==> src/rtl/spi_p0_pkg.sv <==
// Package: shared types for the phase-0 SPI slave.
// Assumes nothing beyond a single system clock domain.
package spi_p0_pkg;

    // Bit order selection as seen on the lsbfe input.
    typedef enum logic {
        ORDER_MSB = 1'b0,
        ORDER_LSB = 1'b1
    } bit_order_e;

    // Serial clock events detected in the system clock domain.
    typedef struct packed {
        logic lead;   // transition away from the idle level (sample)
        logic trail;  // transition back to the idle level (shift)
    } sck_evt_t;

endpackage

==> src/rtl/spi_p0_sync.sv <==
// Module: multi-bit, multi-stage synchroniser for asynchronous bus pins.
// Assumes each bit is independent; reset value is given per bit.
module spi_p0_sync #(
    parameter int          W       = 3,
    parameter int          STAGES  = 2,
    parameter logic [W-1:0] RST_VAL = '0
) (
    input  logic         clk,
    input  logic         rst_n,
    input  logic [W-1:0] d,
    output logic [W-1:0] q
);

    logic [STAGES-1:0][W-1:0] stg;

    // Shift the pin values through the synchroniser chain.
    always_ff @(posedge clk) begin
        if (!rst_n) begin
            for (int s = 0; s < STAGES; s++) stg[s] <= RST_VAL;
        end else begin
            stg[0] <= d;
            for (int s = 1; s < STAGES; s++) stg[s] <= stg[s-1];
        end
    end

    assign q = stg[STAGES-1];

endmodule

==> src/rtl/spi_p0_gap.sv <==
// Module: counts system clocks with select released, saturating.
// Assumes the count is sampled in the cycle select is first seen low.
// After reset the count starts saturated so the first transfer reloads.
module spi_p0_gap #(
    parameter int GAP_W = 8
) (
    input  logic             clk,
    input  logic             rst_n,
    input  logic             ss_hi,
    input  logic [GAP_W-1:0] gap_min,
    output logic             gap_ok
);

    localparam logic [GAP_W-1:0] CNT_MAX = '1;

    logic [GAP_W-1:0] cnt;

    // Count idle clocks while select is high, clear while it is low.
    always_ff @(posedge clk) begin
        if (!rst_n)              cnt <= CNT_MAX;
        else if (!ss_hi)         cnt <= '0;
        else if (cnt != CNT_MAX) cnt <= cnt + 1'b1;
    end

    assign gap_ok = (cnt >= gap_min);

    // the idle count never falls while select stays released.
    a_r6_gap_monotonic: assert property (@(posedge clk) disable iff (!rst_n)
        ss_hi |=> (!ss_hi || cnt >= $past(cnt)));

endmodule

==> src/rtl/spi_p0_shifter.sv <==
// Module: phase-0 transmit/receive shift datapath.
// Assumes clock events arrive as single-cycle pulses, select is synchronised,
// and lsbfe is not changed during a transfer.
module spi_p0_shifter
    import spi_p0_pkg::*;
#(
    parameter int DATA_W = 8
) (
    input  logic              clk,
    input  logic              rst_n,
    input  logic              active,
    input  logic              ss_fall,
    input  sck_evt_t          evt,
    input  logic              mosi,
    input  bit_order_e        order,
    input  logic              gap_ok,
    input  logic [DATA_W-1:0] tx_reg,
    output logic              miso_bit,
    output logic [DATA_W-1:0] rx_data,
    output logic              rx_done
);

    localparam int               CNT_W = $clog2(DATA_W + 1);
    localparam logic [CNT_W-1:0] FULL  = CNT_W'(DATA_W);

    logic [DATA_W-1:0] sh;
    logic [DATA_W-1:0] rx_sh;
    logic [CNT_W-1:0]  smp_cnt;
    logic [DATA_W-1:0] sh_next;
    logic [DATA_W-1:0] rx_next;

    // Next shift values for the selected bit order.
    always_comb begin
        if (order == ORDER_LSB) begin
            sh_next = sh >> 1;
            rx_next = {mosi, rx_sh[DATA_W-1:1]};
        end else begin
            sh_next = sh << 1;
            rx_next = {rx_sh[DATA_W-2:0], mosi};
        end
    end

    // Load, sample, shift and complete bytes on serial clock events.
    always_ff @(posedge clk) begin
        if (!rst_n) begin
            sh      <= '0;
            rx_sh   <= '0;
            smp_cnt <= '0;
            rx_data <= '0;
            rx_done <= 1'b0;
        end else begin
            rx_done <= 1'b0;
            if (!active) begin
                smp_cnt <= '0;
            end else if (ss_fall) begin
                sh      <= gap_ok ? tx_reg : rx_data;
                smp_cnt <= '0;
            end else if (evt.lead && smp_cnt != FULL) begin
                rx_sh   <= rx_next;
                smp_cnt <= smp_cnt + 1'b1;
            end else if (evt.trail) begin
                if (smp_cnt == FULL) begin
                    rx_data <= rx_sh;
                    rx_done <= 1'b1;
                    sh      <= rx_sh;
                    smp_cnt <= '0;
                end else if (smp_cnt != '0) begin
                    sh <= sh_next;
                end
            end
        end
    end

    assign miso_bit = (order == ORDER_LSB) ? sh[0] : sh[DATA_W-1];

    // no more samples are taken than a byte holds.
    a_r1_cnt_bound: assert property (@(posedge clk) disable iff (!rst_n)
        smp_cnt <= FULL);

    // the completion strobe lasts one clock.
    a_r7_done_pulse: assert property (@(posedge clk) disable iff (!rst_n)
        rx_done |=> !rx_done);

    // the byte just completed is what will be shifted out next.
    a_r5_echo_loaded: assert property (@(posedge clk) disable iff (!rst_n)
        rx_done |-> (sh == rx_data));

    // outgoing bit only moves on a trailing edge or a new select.
    a_r2_hold_between: assert property (@(posedge clk) disable iff (!rst_n)
        (active && !evt.trail && !ss_fall) |=>
            (!active || order != $past(order) || $stable(miso_bit)));

endmodule

==> src/rtl/spi_p0_slave.sv <==
// Module: top of the phase-0 SPI slave.
// Synchronises the bus pins, detects clock and select edges, tracks the
// select-high gap and drives the shift datapath.
// Assumes the system clock is at least 8x the serial clock and that the
// master honours lead, trail and idle times of a few system clocks.
module spi_p0_slave
    import spi_p0_pkg::*;
#(
    parameter int DATA_W         = 8,
    parameter int GAP_W          = 8,
    parameter bit DRIVE_IDLE_LOW = 1'b0
) (
    input  logic              clk,
    input  logic              rst_n,
    input  logic              sck_i,
    input  logic              mosi_i,
    input  logic              ss_n_i,
    output logic              miso_o,
    output logic              miso_oe_o,
    input  logic              cpol,
    input  logic              lsbfe,
    input  logic [GAP_W-1:0]  gap_min,
    input  logic              tx_wr,
    input  logic [DATA_W-1:0] tx_data,
    output logic [DATA_W-1:0] rx_data,
    output logic              rx_done
);

    localparam int          PIN_W   = 3;
    localparam logic [PIN_W-1:0] PIN_RST = 3'b100; // {ss, sck, mosi}

    logic [PIN_W-1:0]  pins_s;
    logic              s_ss, s_sck, s_mosi;
    logic              sck_q, ss_q;
    logic              active, ss_fall, gap_ok, miso_bit;
    logic [DATA_W-1:0] tx_reg;
    sck_evt_t          evt;

    spi_p0_sync #(.W(PIN_W), .STAGES(2), .RST_VAL(PIN_RST)) u_sync (
        .clk   (clk),
        .rst_n (rst_n),
        .d     ({ss_n_i, sck_i, mosi_i}),
        .q     (pins_s)
    );

    assign {s_ss, s_sck, s_mosi} = pins_s;

    // Remember the previous synchronised clock and select levels.
    always_ff @(posedge clk) begin
        if (!rst_n) begin
            sck_q <= 1'b0;
            ss_q  <= 1'b1;
        end else begin
            sck_q <= s_sck;
            ss_q  <= s_ss;
        end
    end

    // Classify clock transitions against the configured idle level.
    always_comb begin
        evt.lead  = (s_sck != sck_q) && (s_sck != cpol);
        evt.trail = (s_sck != sck_q) && (s_sck == cpol);
    end

    assign active  = !s_ss;
    assign ss_fall = !s_ss && ss_q;

    // Hold the transmit register written from the parallel side.
    always_ff @(posedge clk) begin
        if (!rst_n)     tx_reg <= '0;
        else if (tx_wr) tx_reg <= tx_data;
    end

    spi_p0_gap #(.GAP_W(GAP_W)) u_gap (
        .clk     (clk),
        .rst_n   (rst_n),
        .ss_hi   (s_ss),
        .gap_min (gap_min),
        .gap_ok  (gap_ok)
    );

    spi_p0_shifter #(.DATA_W(DATA_W)) u_shift (
        .clk      (clk),
        .rst_n    (rst_n),
        .active   (active),
        .ss_fall  (ss_fall),
        .evt      (evt),
        .mosi     (s_mosi),
        .order    (bit_order_e'(lsbfe)),
        .gap_ok   (gap_ok),
        .tx_reg   (tx_reg),
        .miso_bit (miso_bit),
        .rx_data  (rx_data),
        .rx_done  (rx_done)
    );

    assign miso_o = active & miso_bit;

    // Pick the pad behaviour while select is released.
    generate
        if (DRIVE_IDLE_LOW) begin : g_drive_low
            assign miso_oe_o = 1'b1;
        end else begin : g_float
            assign miso_oe_o = active;
        end
    endgenerate

    // a completion strobe only follows a cycle with select asserted.
    a_r9_done_needs_select: assert property (@(posedge clk) disable iff (!rst_n)
        rx_done |-> $past(active));

    // data pin is low in the cycle after select is seen released.
    a_r8_idle_low: assert property (@(posedge clk) disable iff (!rst_n)
        (s_ss && ss_q) |-> !miso_o);

endmodule

==> config.mk <==
export PLATFORM = sky130hd
export DESIGN_NAME = spi_p0_slave
export DESIGN_NICKNAME = d
export VERILOG_FILES = /design/src/rtl/spi_p0_pkg.sv /design/src/rtl/spi_p0_sync.sv /design/src/rtl/spi_p0_gap.sv /design/src/rtl/spi_p0_shifter.sv /design/src/rtl/spi_p0_slave.sv
export SDC_FILE = /design/constraint.sdc
export NUM_CORES = 1
export LEC_CHECK = 0
export BUFFER_PORTS_ARGS = -buffer_cell sky130_fd_sc_hd__buf_2
export CORE_AREA = 4 4 75 84
export DETAILED_ROUTE_END_ITERATION = 12
export DIE_AREA = 0 0 79 88
export PLACE_DENSITY = 0.69
export SLEW_MARGIN = 10
export SYNTH_ARGS = -nofsm -noshare
export SYNTH_HDL_FRONTEND = slang
export SYNTH_SLANG_ARGS = --single-unit
==> constraint.sdc <==
create_clock -name clk -period 2.3 [get_ports clk]
set_input_delay 0 -clock clk [delete_from_list [all_inputs] [get_ports clk]]
set_output_delay 0 -clock clk [all_outputs]
set_load 0.005 [all_outputs]
==> flow_summary.json <==
{
  "status": "completed",
  "gp_congestion": 0.859,
  "ys_seq_elements": 53,
  "instances_no_fill": 405,
  "synthesis.area_mm2": 0.00265,
  "max_stage_delay_ps": 440,
  "period_needed_ps": 2000,
  "r2r_setup_slack_ps": 300,
  "cts_resized": 0,
  "die_area_mm2": 0.00695,
  "crit_type": "reg2reg",
  "drc": 0,
  "crit_path_max_fanout": 6,
  "finalSetupViolCount": 0,
  "viasPerCell": 5.19,
  "cp.required_ps": 2500,
  "ioPinCount": 35,
  "worst_pin_slew_ps": 421,
  "portBuffers": 34,
  "grt-ovfl-total": 0,
  "ir_drop_uv": 590,
  "synth_cell_types": 44,
  "leakagePower_uw": 0.00141,
  "syn_inst": 285,
  "path_cells": "inv_1, ha_1, nand2b_1, a2111o_1, a21oi_4, nand2_2, o221a_1",
  "antenna_found_initial": 0,
  "place_hpwl_um": 3970,
  "cts-root-buf": "clkbuf_8",
  "start_util_pct": 49.1,
  "placedCellCount": 386,
  "nFillCells": 529,
  "grt_max_degree": 25,
  "track_usage_pct": 16.8,
  "clkTransAtPathRegs_ps": 100,
  "clockBufferDepth": 2,
  "cp.arrival_ps": 2210,
  "power_density_mw_per_mm2": 754,
  "cpLargestDelayFamily": "compound AO/OA/AOI/OAI gates",
  "tns_ps": 0,
  "grt_pass1_wl_um": 9240,
  "antenna_cells": 0,
  "cts_tree": "built",
  "syn_to_final_growth_pct": 18.0,
  "routedWlPerCell_um": 13.6,
  "die_y_um": 88,
  "slew-limit-headroom_pct": 71.9,
  "drt_first_pass_iters": 4,
  "worstSkewPairLatency_ps": 300,
  "cts_htree_levels": 2,
  "antenna_left": 0,
  "p_total_uw": 2360,
  "hold_viol": 0,
  "layout-drive-gt1-share_pct": 20.6,
  "cap_violations": 0,
  "period_share_pct": 87.2,
  "endpoint_kind": "flip-flop",
  "hp-class": "in2reg",
  "postLayoutCoreUtil_pct": 57.9,
  "synth_edf_count": 0,
  "grt_pass1_vias": 1987,
  "fin_nets": 364,
  "synth_seq_area_share_pct": 40.1,
  "crit_path_top_delay_cell": "a2111o_1",
  "slew_viol_final": 0,
  "drtIter0Drc": 159,
  "fmax_ghz": 0.499,
  "crit_path_start_kind": "flip-flop",
  "routed-via-count": 2102,
  "yosysWarnings": 0,
  "rows": 28,
  "rsz0062_at_grt": "false",
  "wl_um": 5530,
  "clock-sinks": 53,
  "hold_slack_ps": 51.6,
  "path_buf_inv": 1,
  "syn_nets": 320,
  "synth_ff_type": "dfxtp_1",
  "fin_worst_skew_ps": 4.68,
  "numCtsBuffers": 5,
  "synth_area_per_cell_um2": 9.29,
  "die_x_um": 79,
  "synthArstFlopShare_pct": 0,
  "coreArea_mm2": 0.00540
}
[timing repair]
| action | 4_1_cts | 5_1_grt |
|---|---|---|
| endpoints found under the hold margin | 11 | 0 |
| setup buffers | 0 | 0 |
| hold buffers | 11 | 0 |
[synth_stat cells, types with 2 or more instances]
cell type  instances  area [µm²]
and3b_1            3        26.3
buf_2              4        20.0
mux2i_1           28         280
nor2_1            37         139
mux2_2            12         135
a211oi_1           6        45.0
nand3b_1           2        15.0
clkbuf_1           5        18.8
nand2_1            9        33.8
ha_1              11         138
a31oi_1            3        18.8
a21oi_1           17        85.1
nand2b_1           3        18.8
nor3b_2            2        25.0
o21ai_0           14        70.1
and4_1             2        17.5
and2_1             5        31.3
a211oi_2           2        25.0
o221a_1            6        67.6
nor2b_1            3        18.8
or3_1              2        12.5
xnor2_1            4        35.0
dfxtp_1           53        1060
inv_1             21        78.8
o21ai_1            3        15.0
nand4_1            3        18.8
nand3_1            8        40.0
[metal layers]
metal	GRT usage, %	vias to the layer above	wire length [µm]
li1	-	1090	-
met1	21.1	979	2620
met2	29.2	28	2670
met3	3.50	5	166
met4	5.16	0	70
met5	0	-	0
[report_power, final]
part	total, µW	switching (µW)	leakage (µW)	internal, µW
registers	1090	90.2	0.000433	998
clock network	737	305	0.0000681	432
logic	530	270	0.000911	260
total	2360	665	0.00141	1690
[kinds of logic (layout without fill, tap and decap cells)]
group	count (synthesis)	count (layout)	synth area share, %
buffers and inverters	33	78	5.15
AND/OR/NAND/NOR	86	86	17.5
AO/OA/AOI/OAI	58	58	15.0
multiplexers	40	40	15.7
XOR/XNOR	4	4	1.32
adder cells (fa/ha/maj)	11	11	5.20
flip-flops	53	53	40.1
[cell usage in the layout (no fill, tap or decap), types with 2 or more instances in the layout]
| cell | n |
|---|---|
| dfxtp_1 | 53 |
| nor2_1 | 37 |
| buf_2 | 34 |
| mux2i_1 | 28 |
| inv_1 | 21 |
| a21oi_1 | 17 |
| o21ai_0 | 14 |
| mux2_2 | 12 |
| ha_1 | 11 |
| dlygate4sd3_1 | 11 |
| nand2_1 | 9 |
| nand3_1 | 8 |
| a211oi_1 | 6 |
| o221a_1 | 6 |
| and2_1 | 5 |
| clkbuf_8 | 5 |
| xnor2_1 | 4 |
| and3b_1 | 3 |
| nand2b_1 | 3 |
| nor2b_1 | 3 |
| o21ai_1 | 3 |
| nand4_1 | 3 |
| a31oi_1 | 3 |
| buf_4 | 3 |
| and4_1 | 2 |
| nor3b_2 | 2 |
| or3_1 | 2 |
| a211oi_2 | 2 |
| nand3b_1 | 2 |
| bufinv_16 | 2 |
[worst register-to-register path: stages (launching register included)]
cell	delay [ps]
dfxtp_1	380
inv_1	80
ha_1	260
nand2b_1	140
a2111o_1	440
a21oi_4	210
nand2_2	130
o221a_1	260
[path summary, 6_finish.rpt]
check                                    from             to  cells after the start
worst min register to register  u_sync.stg[2]    u_sync.q[2]                      1
worst max register to register   u_gap.cnt[0]  u_shift.sh[2]                      7
worst max-delay path             u_gap.cnt[0]  u_shift.sh[2]                      7
worst min-delay path                    rst_n   u_gap.cnt[4]                      2
[layout make-up]
cell class | instances | area [µm²] | area share [%]
Timing Repair Buffer | 48 | 303 | 9.69
Clock inverter | 3 | 65.1 | 2.08
Tap cell | 75 | 93.8 | 3.00
Sequential cell | 53 | 1060 | 34.0
Clock buffer | 5 | 68.8 | 2.20
Multi-Input combinational cell | 199 | 1450 | 46.4
Inverter | 22 | 82.6 | 2.64
[through the flow]
stage / setup WS [ps] / instance area, µm²
after global routing: 172 / 3120
after global placement: 396 / 2880
after floorplan: 473 / 2650
after detailed placement: 309 / 2880
final: 295 / 3120
after CTS: 278 / 3120
No activity file was read; power rests on OpenSTA's default activity.
